**src/rtl/rbg_pkg.sv**
```systemverilog
package rbg_pkg;

  // Rounded-up unit count, limited to max_units.
  function automatic int unsigned size_to_units(int unsigned mb, int unsigned unit_mb,
                                                int unsigned max_units);
    int unsigned u;
    u = (mb + unit_mb - 1) / unit_mb;
    return (u > max_units) ? max_units : u;
  endfunction

  // Largest module (in units) that fits in the remaining units, or 0.
  function automatic int unsigned pick_step(int unsigned rem, int unsigned big_u,
                                            int unsigned mid_u);
    if (rem >= big_u) return big_u;
    if (rem >= mid_u) return mid_u;
    if (rem >= 1) return 1;
    return 0;
  endfunction

endpackage

```
**src/rtl/rbg_alloc.sv**
```systemverilog
module rbg_alloc #(
  parameter int unsigned ROWS      = 8,
  parameter int unsigned SIZE_W    = 16,
  parameter int unsigned UW        = 8,
  parameter int unsigned UNIT_MB   = 8,
  parameter int unsigned BIG_U     = 16,
  parameter int unsigned MID_U     = 4,
  parameter int unsigned MAX_UNITS = 128,
  localparam int unsigned RW       = $clog2(ROWS)
) (
  input  logic              clk,
  input  logic              rst,
  input  logic              start,
  input  logic [SIZE_W-1:0] size_mb,
  output logic              busy,
  output logic              done,
  output logic              start_go,
  output logic              row_we,
  output logic [RW-1:0]     row_idx,
  output logic [UW-1:0]     row_val
);

  logic          busy_q, done_q;
  logic [RW-1:0] row_q;
  logic [UW-1:0] rem_q, acc_q;
  logic [UW-1:0] units_w, step_w;
  logic          last_row;

  assign units_w  = UW'(rbg_pkg::size_to_units(32'(size_mb), UNIT_MB, MAX_UNITS));
  assign step_w   = UW'(rbg_pkg::pick_step(32'(rem_q), BIG_U, MID_U));
  assign start_go = start && !busy_q;
  assign last_row = (row_q == RW'(ROWS - 1));
  assign row_we   = busy_q;
  assign row_idx  = row_q;
  assign row_val  = acc_q + step_w;
  assign busy     = busy_q;
  assign done     = done_q;

  always_ff @(posedge clk) begin
    if (rst) begin
      busy_q <= 1'b0;
      done_q <= 1'b0;
      row_q  <= '0;
      rem_q  <= '0;
      acc_q  <= '0;
    end else begin
      done_q <= 1'b0;
      if (start_go) begin
        busy_q <= 1'b1;
        row_q  <= '0;
        rem_q  <= units_w;
        acc_q  <= '0;
      end else if (busy_q) begin
        acc_q <= row_val;
        rem_q <= rem_q - step_w;
        row_q <= row_q + 1'b1;
        if (last_row) begin
          busy_q <= 1'b0;
          done_q <= 1'b1;
        end
      end
    end
  end

  // Independent cycle counter for the run-length check.
  logic [RW:0] busy_cnt;
  always_ff @(posedge clk) begin
    if (rst || start_go) busy_cnt <= '0;
    else if (busy_q) busy_cnt <= busy_cnt + 1'b1;
  end

  a_r7_done_single: assert property (@(posedge clk) disable iff (rst) done |=> !done);
  a_r7_run_length: assert property (@(posedge clk) disable iff (rst)
    done |-> (busy_cnt == (RW+1)'(ROWS)));
  a_r2_total_capped: assert property (@(posedge clk) disable iff (rst)
    done |-> (acc_q <= UW'(MAX_UNITS)));
  a_r7_no_restart: assert property (@(posedge clk) disable iff (rst)
    (busy_q && !last_row) |=> busy_q);

endmodule

```
**src/rtl/rbg_rowfile.sv**
```systemverilog
module rbg_rowfile #(
  parameter int unsigned ROWS = 8,
  parameter int unsigned UW   = 8,
  localparam int unsigned RW  = $clog2(ROWS)
) (
  input  logic            clk,
  input  logic            rst,
  input  logic            busy,
  input  logic            clr_det,
  input  logic            row_we,
  input  logic [RW-1:0]   row_idx,
  input  logic [UW-1:0]   row_val,
  input  logic            wr_en,
  input  logic [RW-1:0]   wr_idx,
  input  logic [UW-1:0]   wr_data,
  input  logic [RW-1:0]   rd_idx,
  output logic [UW-1:0]   rd_data,
  output logic [ROWS-1:0] det_q,
  output logic [ROWS-1:0] det_nxt
);

  logic [UW-1:0] bnd_q  [ROWS];
  logic [UW-1:0] dflt_q [ROWS];
  logic          wr_ok;

  assign wr_ok   = wr_en && !busy;
  assign rd_data = bnd_q[rd_idx];

  always_comb begin
    for (int r = 0; r < ROWS; r++) begin
      det_nxt[r] = det_q[r];
      if (clr_det) det_nxt[r] = 1'b0;
      else if (wr_ok && wr_idx == RW'(r)) det_nxt[r] = (wr_data != dflt_q[r]);
    end
  end

  always_ff @(posedge clk) begin
    if (rst) begin
      det_q <= '0;
      for (int r = 0; r < ROWS; r++) begin
        bnd_q[r]  <= '0;
        dflt_q[r] <= '0;
      end
    end else begin
      det_q <= det_nxt;
      for (int r = 0; r < ROWS; r++) begin
        if (row_we && row_idx == RW'(r)) begin
          bnd_q[r]  <= row_val;
          dflt_q[r] <= row_val;
        end else if (wr_ok && wr_idx == RW'(r)) begin
          bnd_q[r] <= wr_data;
        end
      end
    end
  end

  for (genvar g = 0; g < ROWS; g++) begin : g_chk
    a_r8_flag_matches: assert property (@(posedge clk) disable iff (rst)
      (wr_ok && !clr_det && wr_idx == RW'(g)) |=> (det_q[g] == (bnd_q[g] != dflt_q[g])));
    a_r8_busy_write_dropped: assert property (@(posedge clk) disable iff (rst)
      (busy && !(row_we && row_idx == RW'(g))) |=> $stable(bnd_q[g]));
  end

endmodule

```
**src/rtl/rbg_mode_edge.sv**
```systemverilog
module rbg_mode_edge #(
  parameter int unsigned ROWS = 8
) (
  input  logic            clk,
  input  logic            rst,
  input  logic [ROWS-1:0] det_q,
  input  logic [ROWS-1:0] det_nxt,
  output logic            enter,
  output logic            leave
);

  always_ff @(posedge clk) begin
    if (rst) begin
      enter <= 1'b0;
      leave <= 1'b0;
    end else begin
      enter <= (det_q == '0) && (det_nxt != '0);
      leave <= (det_q != '0) && (det_nxt == '0);
    end
  end

  a_r9_enter_edge: assert property (@(posedge clk) disable iff (rst)
    enter |-> ((det_q != '0) && ($past(det_q) == '0)));
  a_r9_exit_edge: assert property (@(posedge clk) disable iff (rst)
    leave |-> ((det_q == '0) && ($past(det_q) != '0)));
  a_r9_exclusive: assert property (@(posedge clk) disable iff (rst) !(enter && leave));

endmodule

```
**src/rtl/dram_row_bound_gen.sv**
```systemverilog
module dram_row_bound_gen #(
  parameter int unsigned ROWS    = 8,
  parameter int unsigned SIZE_W  = 16,
  parameter int unsigned UW      = 8,
  parameter int unsigned UNIT_MB = 8,
  parameter int unsigned BIG_MB  = 128,
  parameter int unsigned MID_MB  = 32,
  parameter int unsigned MAX_MB  = 1024,
  localparam int unsigned RW        = $clog2(ROWS),
  localparam int unsigned BIG_U     = BIG_MB / UNIT_MB,
  localparam int unsigned MID_U     = MID_MB / UNIT_MB,
  localparam int unsigned MAX_UNITS = MAX_MB / UNIT_MB
) (
  input  logic              clk,
  input  logic              rst,
  input  logic              start,
  input  logic [SIZE_W-1:0] size_mb,
  output logic              busy,
  output logic              done,
  input  logic [RW-1:0]     rd_idx,
  output logic [UW-1:0]     rd_data,
  input  logic              wr_en,
  input  logic [RW-1:0]     wr_idx,
  input  logic [UW-1:0]     wr_data,
  output logic [ROWS-1:0]   detect,
  output logic              detect_enter,
  output logic              detect_exit
);

  logic            start_go, row_we;
  logic [RW-1:0]   row_idx;
  logic [UW-1:0]   row_val;
  logic [ROWS-1:0] det_nxt;

  rbg_alloc #(
    .ROWS(ROWS), .SIZE_W(SIZE_W), .UW(UW), .UNIT_MB(UNIT_MB),
    .BIG_U(BIG_U), .MID_U(MID_U), .MAX_UNITS(MAX_UNITS)
  ) u_alloc (
    .clk(clk), .rst(rst), .start(start), .size_mb(size_mb),
    .busy(busy), .done(done), .start_go(start_go),
    .row_we(row_we), .row_idx(row_idx), .row_val(row_val)
  );

  rbg_rowfile #(.ROWS(ROWS), .UW(UW)) u_rows (
    .clk(clk), .rst(rst), .busy(busy), .clr_det(start_go),
    .row_we(row_we), .row_idx(row_idx), .row_val(row_val),
    .wr_en(wr_en), .wr_idx(wr_idx), .wr_data(wr_data),
    .rd_idx(rd_idx), .rd_data(rd_data), .det_q(detect), .det_nxt(det_nxt)
  );

  rbg_mode_edge #(.ROWS(ROWS)) u_edge (
    .clk(clk), .rst(rst), .det_q(detect), .det_nxt(det_nxt),
    .enter(detect_enter), .leave(detect_exit)
  );

  a_r10_reset_clears: assert property (@(posedge clk)
    rst |=> (detect == '0 && !busy && !done && !detect_enter && !detect_exit));

endmodule

```
**config.mk**
```make
export PLATFORM = sky130hd
export DESIGN_NAME = dram_row_bound_gen
export DESIGN_NICKNAME = d
export VERILOG_FILES = /design/src/rtl/rbg_pkg.sv /design/src/rtl/rbg_alloc.sv /design/src/rtl/rbg_rowfile.sv /design/src/rtl/rbg_mode_edge.sv /design/src/rtl/dram_row_bound_gen.sv
export SDC_FILE = /design/constraint.sdc
export NUM_CORES = 1
export LEC_CHECK = 0
export BUFFER_PORTS_ARGS = -buffer_cell sky130_fd_sc_hd__clkbuf_2
export CORE_MARGIN = 5
export CORE_UTILIZATION = 55
export DETAILED_ROUTE_END_ITERATION = 10
export HOLD_SLACK_MARGIN = 0.06
export PLACE_DENSITY = 0.81
export SKIP_CTS_REPAIR_TIMING = 1
export SYNTH_ARGS = -nofsm -noshare
export SYNTH_HDL_FRONTEND = slang
export SYNTH_SLANG_ARGS = --single-unit
```
**constraint.sdc**
```tcl
create_clock -name clk -period 6.46 [get_ports clk]
set_clock_uncertainty 0.15 [all_clocks]
set_input_delay 0.646 -clock clk [delete_from_list [all_inputs] [get_ports clk]]
set_output_delay 0.646 -clock clk [all_outputs]
set_load 0.02 [all_outputs]
```
==> impl_metrics.toml <==
[power_and_ir_drop]
vdd_drop_max_mv = 0.198
seqPwrFrac_pct = 48.0
pwr-share-clk_pct = 39.6
p_sw_share_pct = 24.5
pwr-share-comb_pct = 12.4
p_sw_w = 0.000614
p_leak_nw = 3.53
internal-power_w = 0.00189
power-per-cell-area_mw_per_mm2 = 281

[sta]
finalSetupTns_ns = 0
final.setup.worst_slack_ns = 3.05
rsz0062_at_grt = "no"
hold_viol = 0
post-route-period-util_pct = 52.8
maxSlewViolCount = 0
min_period_ns = 3.41
worstMarginPinSlew_ns = 1.08
fmax_mhz = 293
slew-limit-headroom_pct = 27.6
finalSetupViolCount = 0

[hold_path]
hold_path_depth = 2
min-delay-path-class = "reg2reg"

[routing]
vias_per_cell = 6.13
totalWireLength_mm = 19.7
drt_iter0_markers = 727
ant_nets = 0
wl_per_cell_um = 21.6
remaining_drc_errors = 0
routed-via-count = 5572
firstDrtPassIters = 6

[yosys]
ys.flop_type = "edfxtp_1"
synth_simple_gate_area_share_pct = 13.4
ys_ff_latch = 159
synthArstFlopShare_pct = 0
synth_edf_count = 128
yosysTopAreaCell = "edfxtp_1"
synth_top_area_share_pct = 47.6
synth_top_family_by_area = "simple AND/OR/NAND/NOR gates"
synthTopCellsByArea = "edfxtp_1 (48%), xnor2_1 (7.8%), dfxtp_1 (7.7%), mux4_2 (4.5%), nor2_1 (3.7%)"
synth_nets = 743
synth_area_mm2 = 0.00808
synth.most_common_cell = "edfxtp_1"
synth_xor_xnor_area_share_pct = 9.54
seq_area_frac_synth_pct = 55.2
synthAdderAreaFrac_pct = 2.17
synth_mux_area_share_pct = 6.07
yosys_warnings = 0
ys_types = 52
syn_inst = 695
synth_area_per_cell_um2 = 11.6
synth_compound_area_share_pct = 9.72
synthTopCellsByCount = "edfxtp_1 (128), nor2_1 (79), xnor2_1 (72)"

[die]
rows = 44
top_level_ports = 54
die-area_mm2 = 0.0172
fp.coreArea_mm2 = 0.0145
start_util_pct = 55.8
die_w_um = 131
die_y_um = 131

[placement]
place_ws_ns = 3.09
numPortBuffers = 53
place.gp.congestion = 0.876
dpl.hpwl_mm = 13.7

[clock_network]
cts_sinks = 159
cts_inserted_buffers = 17
clk_pin_slew_worst_paths_ns = 0.06
clkLatencyLatePin_ns = 0.43
clockBufferDepth = 2
htreeDepth = 4
cts_tree = "yes"
cts_root_buf = "clkbuf_16"

[job]
max-cap-violations = 0

[final_layout]
fin_nets = 762
drive_above_1_share_pct = 17.7
area_growth_pct = 10.3
antennaDiodeCount = 0

[critical_path]
start_kind = "flip-flop"
arrival_ns = 3.35
reg2reg_depth = 5
end_kind = "flip-flop"
reg2reg_to = "u_rows.bnd_q[2][6]"
cp.required_ns = 6.40
crit_type = "reg2reg"
crit_fanout = 29
critPathLaunch = "u_alloc.busy"
setup.worst_path.end = "u_rows.bnd_q[2][6]"
r2r_start = "u_alloc.busy"
ff2ff_setup_slack_ns = 3.05

[global_routing]
grt_max_degree = 37
grt_pass1_wl_mm = 30.3
globalRouteOverflowTotal = 0
antenna_found_initial = 0
grt_pass1_vias = 5524
grtUsageTotal_pct = 22.7

[status]
status = "finished clean"
[worst min path at each step]
stage	end	slack, ns	from
6_report	u_alloc.acc_q[2]	0.34	u_alloc.acc_q[2]
3_3_place_gp	u_alloc.acc_q[4]	0.32	u_alloc.acc_q[4]
5_1_grt	u_alloc.acc_q[2]	0.37	u_alloc.acc_q[2]
2_1_floorplan	u_alloc.acc_q[2]	0.31	u_alloc.acc_q[2]
4_1_cts	u_alloc.acc_q[2]	0.35	u_alloc.acc_q[2]
3_5_place_dp	u_alloc.acc_q[2]	0.34	u_alloc.acc_q[2]
[per-stage QoR]
stage / hold WS, ns / utilization, % / cell area, µm² / total power, W / cells
final: 0.342 / 61.6 / 8910 / 0.00250 / 909
after global routing: 0.368 / 61.6 / 8910 / 0.00257 / 909
after CTS: 0.347 / 61.6 / 8910 / 0.00250 / 909
after detailed placement: 0.337 / 57.6 / 8340 / 0.00153 / 879
after global placement: 0.322 / 57.6 / 8340 / 0.00151 / 879
after floorplan: 0.310 / - / 8080 / 0.00144 / 695
[flip-flops by register name, summed over array words and instances, names as in the netlist]
register,count
u_rows.dflt_q,64
u_alloc.acc_q,8
u_rows.bnd_q,64
u_alloc.row_idx,3
u_alloc.rem_q,8
u_alloc.busy,1
u_edge.leave,1
u_alloc.done,1
u_rows.det_q,8
u_edge.enter,1
[critical path: stages, from the launching register on]
cell	delay (ns)
dfxtp_1	1.04
inv_1	0.47
nor2_1	0.30
nand2_1	0.28
nand2b_1	0.41
nand2b_1	0.41
[cells by family (layout without fill, tap and decap cells)]
family          Yosys count  count (layout)
simple gates            219             219
flops                   159             159
compound gates          115             115
xor+xnor                 88              88
buf+inv                  72             102
mux                      28              28
fa+ha+maj                14              14
[layer usage]
metal | up-vias | track usage (%) | share of wire [%]
li1 | 2510 | - | -
met3 | 61 | 6.92 | 9.8
met2 | 297 | 38.4 | 50
met5 | - | 0 | 0
met1 | 2704 | 26.7 | 36
met4 | 0 | 10.3 | 3.9
[cell usage in the layout, fill, tap and decap left out, drive strengths merged, types with 14 or more instances in the layout]
| master | instances |
|---|---|
| a21o | 37 |
| o21ai | 31 |
| xor2 | 16 |
| nor3 | 20 |
| mux4 | 16 |
| nor2 | 79 |
| inv | 19 |
| xnor2 | 72 |
| nand2 | 52 |
| clkbuf | 71 |
| ha | 14 |
| dfxtp | 31 |
| a21oi | 17 |
| edfxtp | 128 |
| nand2b | 19 |
| nand4 | 18 |
[power by group through the flow]
stage | combinational, W | clock, W | sequential (W)
2_1_floorplan | 0.000234 | 0 | 0.00121
3_3_place_gp | 0.000291 | 0 | 0.00122
3_5_place_dp | 0.000305 | 0 | 0.00122
4_1_cts | 0.000308 | 0.000990 | 0.00120
5_1_grt | 0.000333 | 0.00103 | 0.00121
6_report | 0.000310 | 0.000990 | 0.00120
[layout make-up]
| class | count | area [µm²] |
|---|---|---|
| multi-input combinational | 464 | 3310 |
| fill | 1080 | 5560 |
| inverter | 19 | 71.3 |
| sequential | 159 | 4460 |
| clock buffer | 18 | 429 |
| tap | 184 | 230 |
| timing repair buffer | 53 | 265 |
| clock inverter | 12 | 146 |
Note: power is estimated with default switching activity, not from simulation.
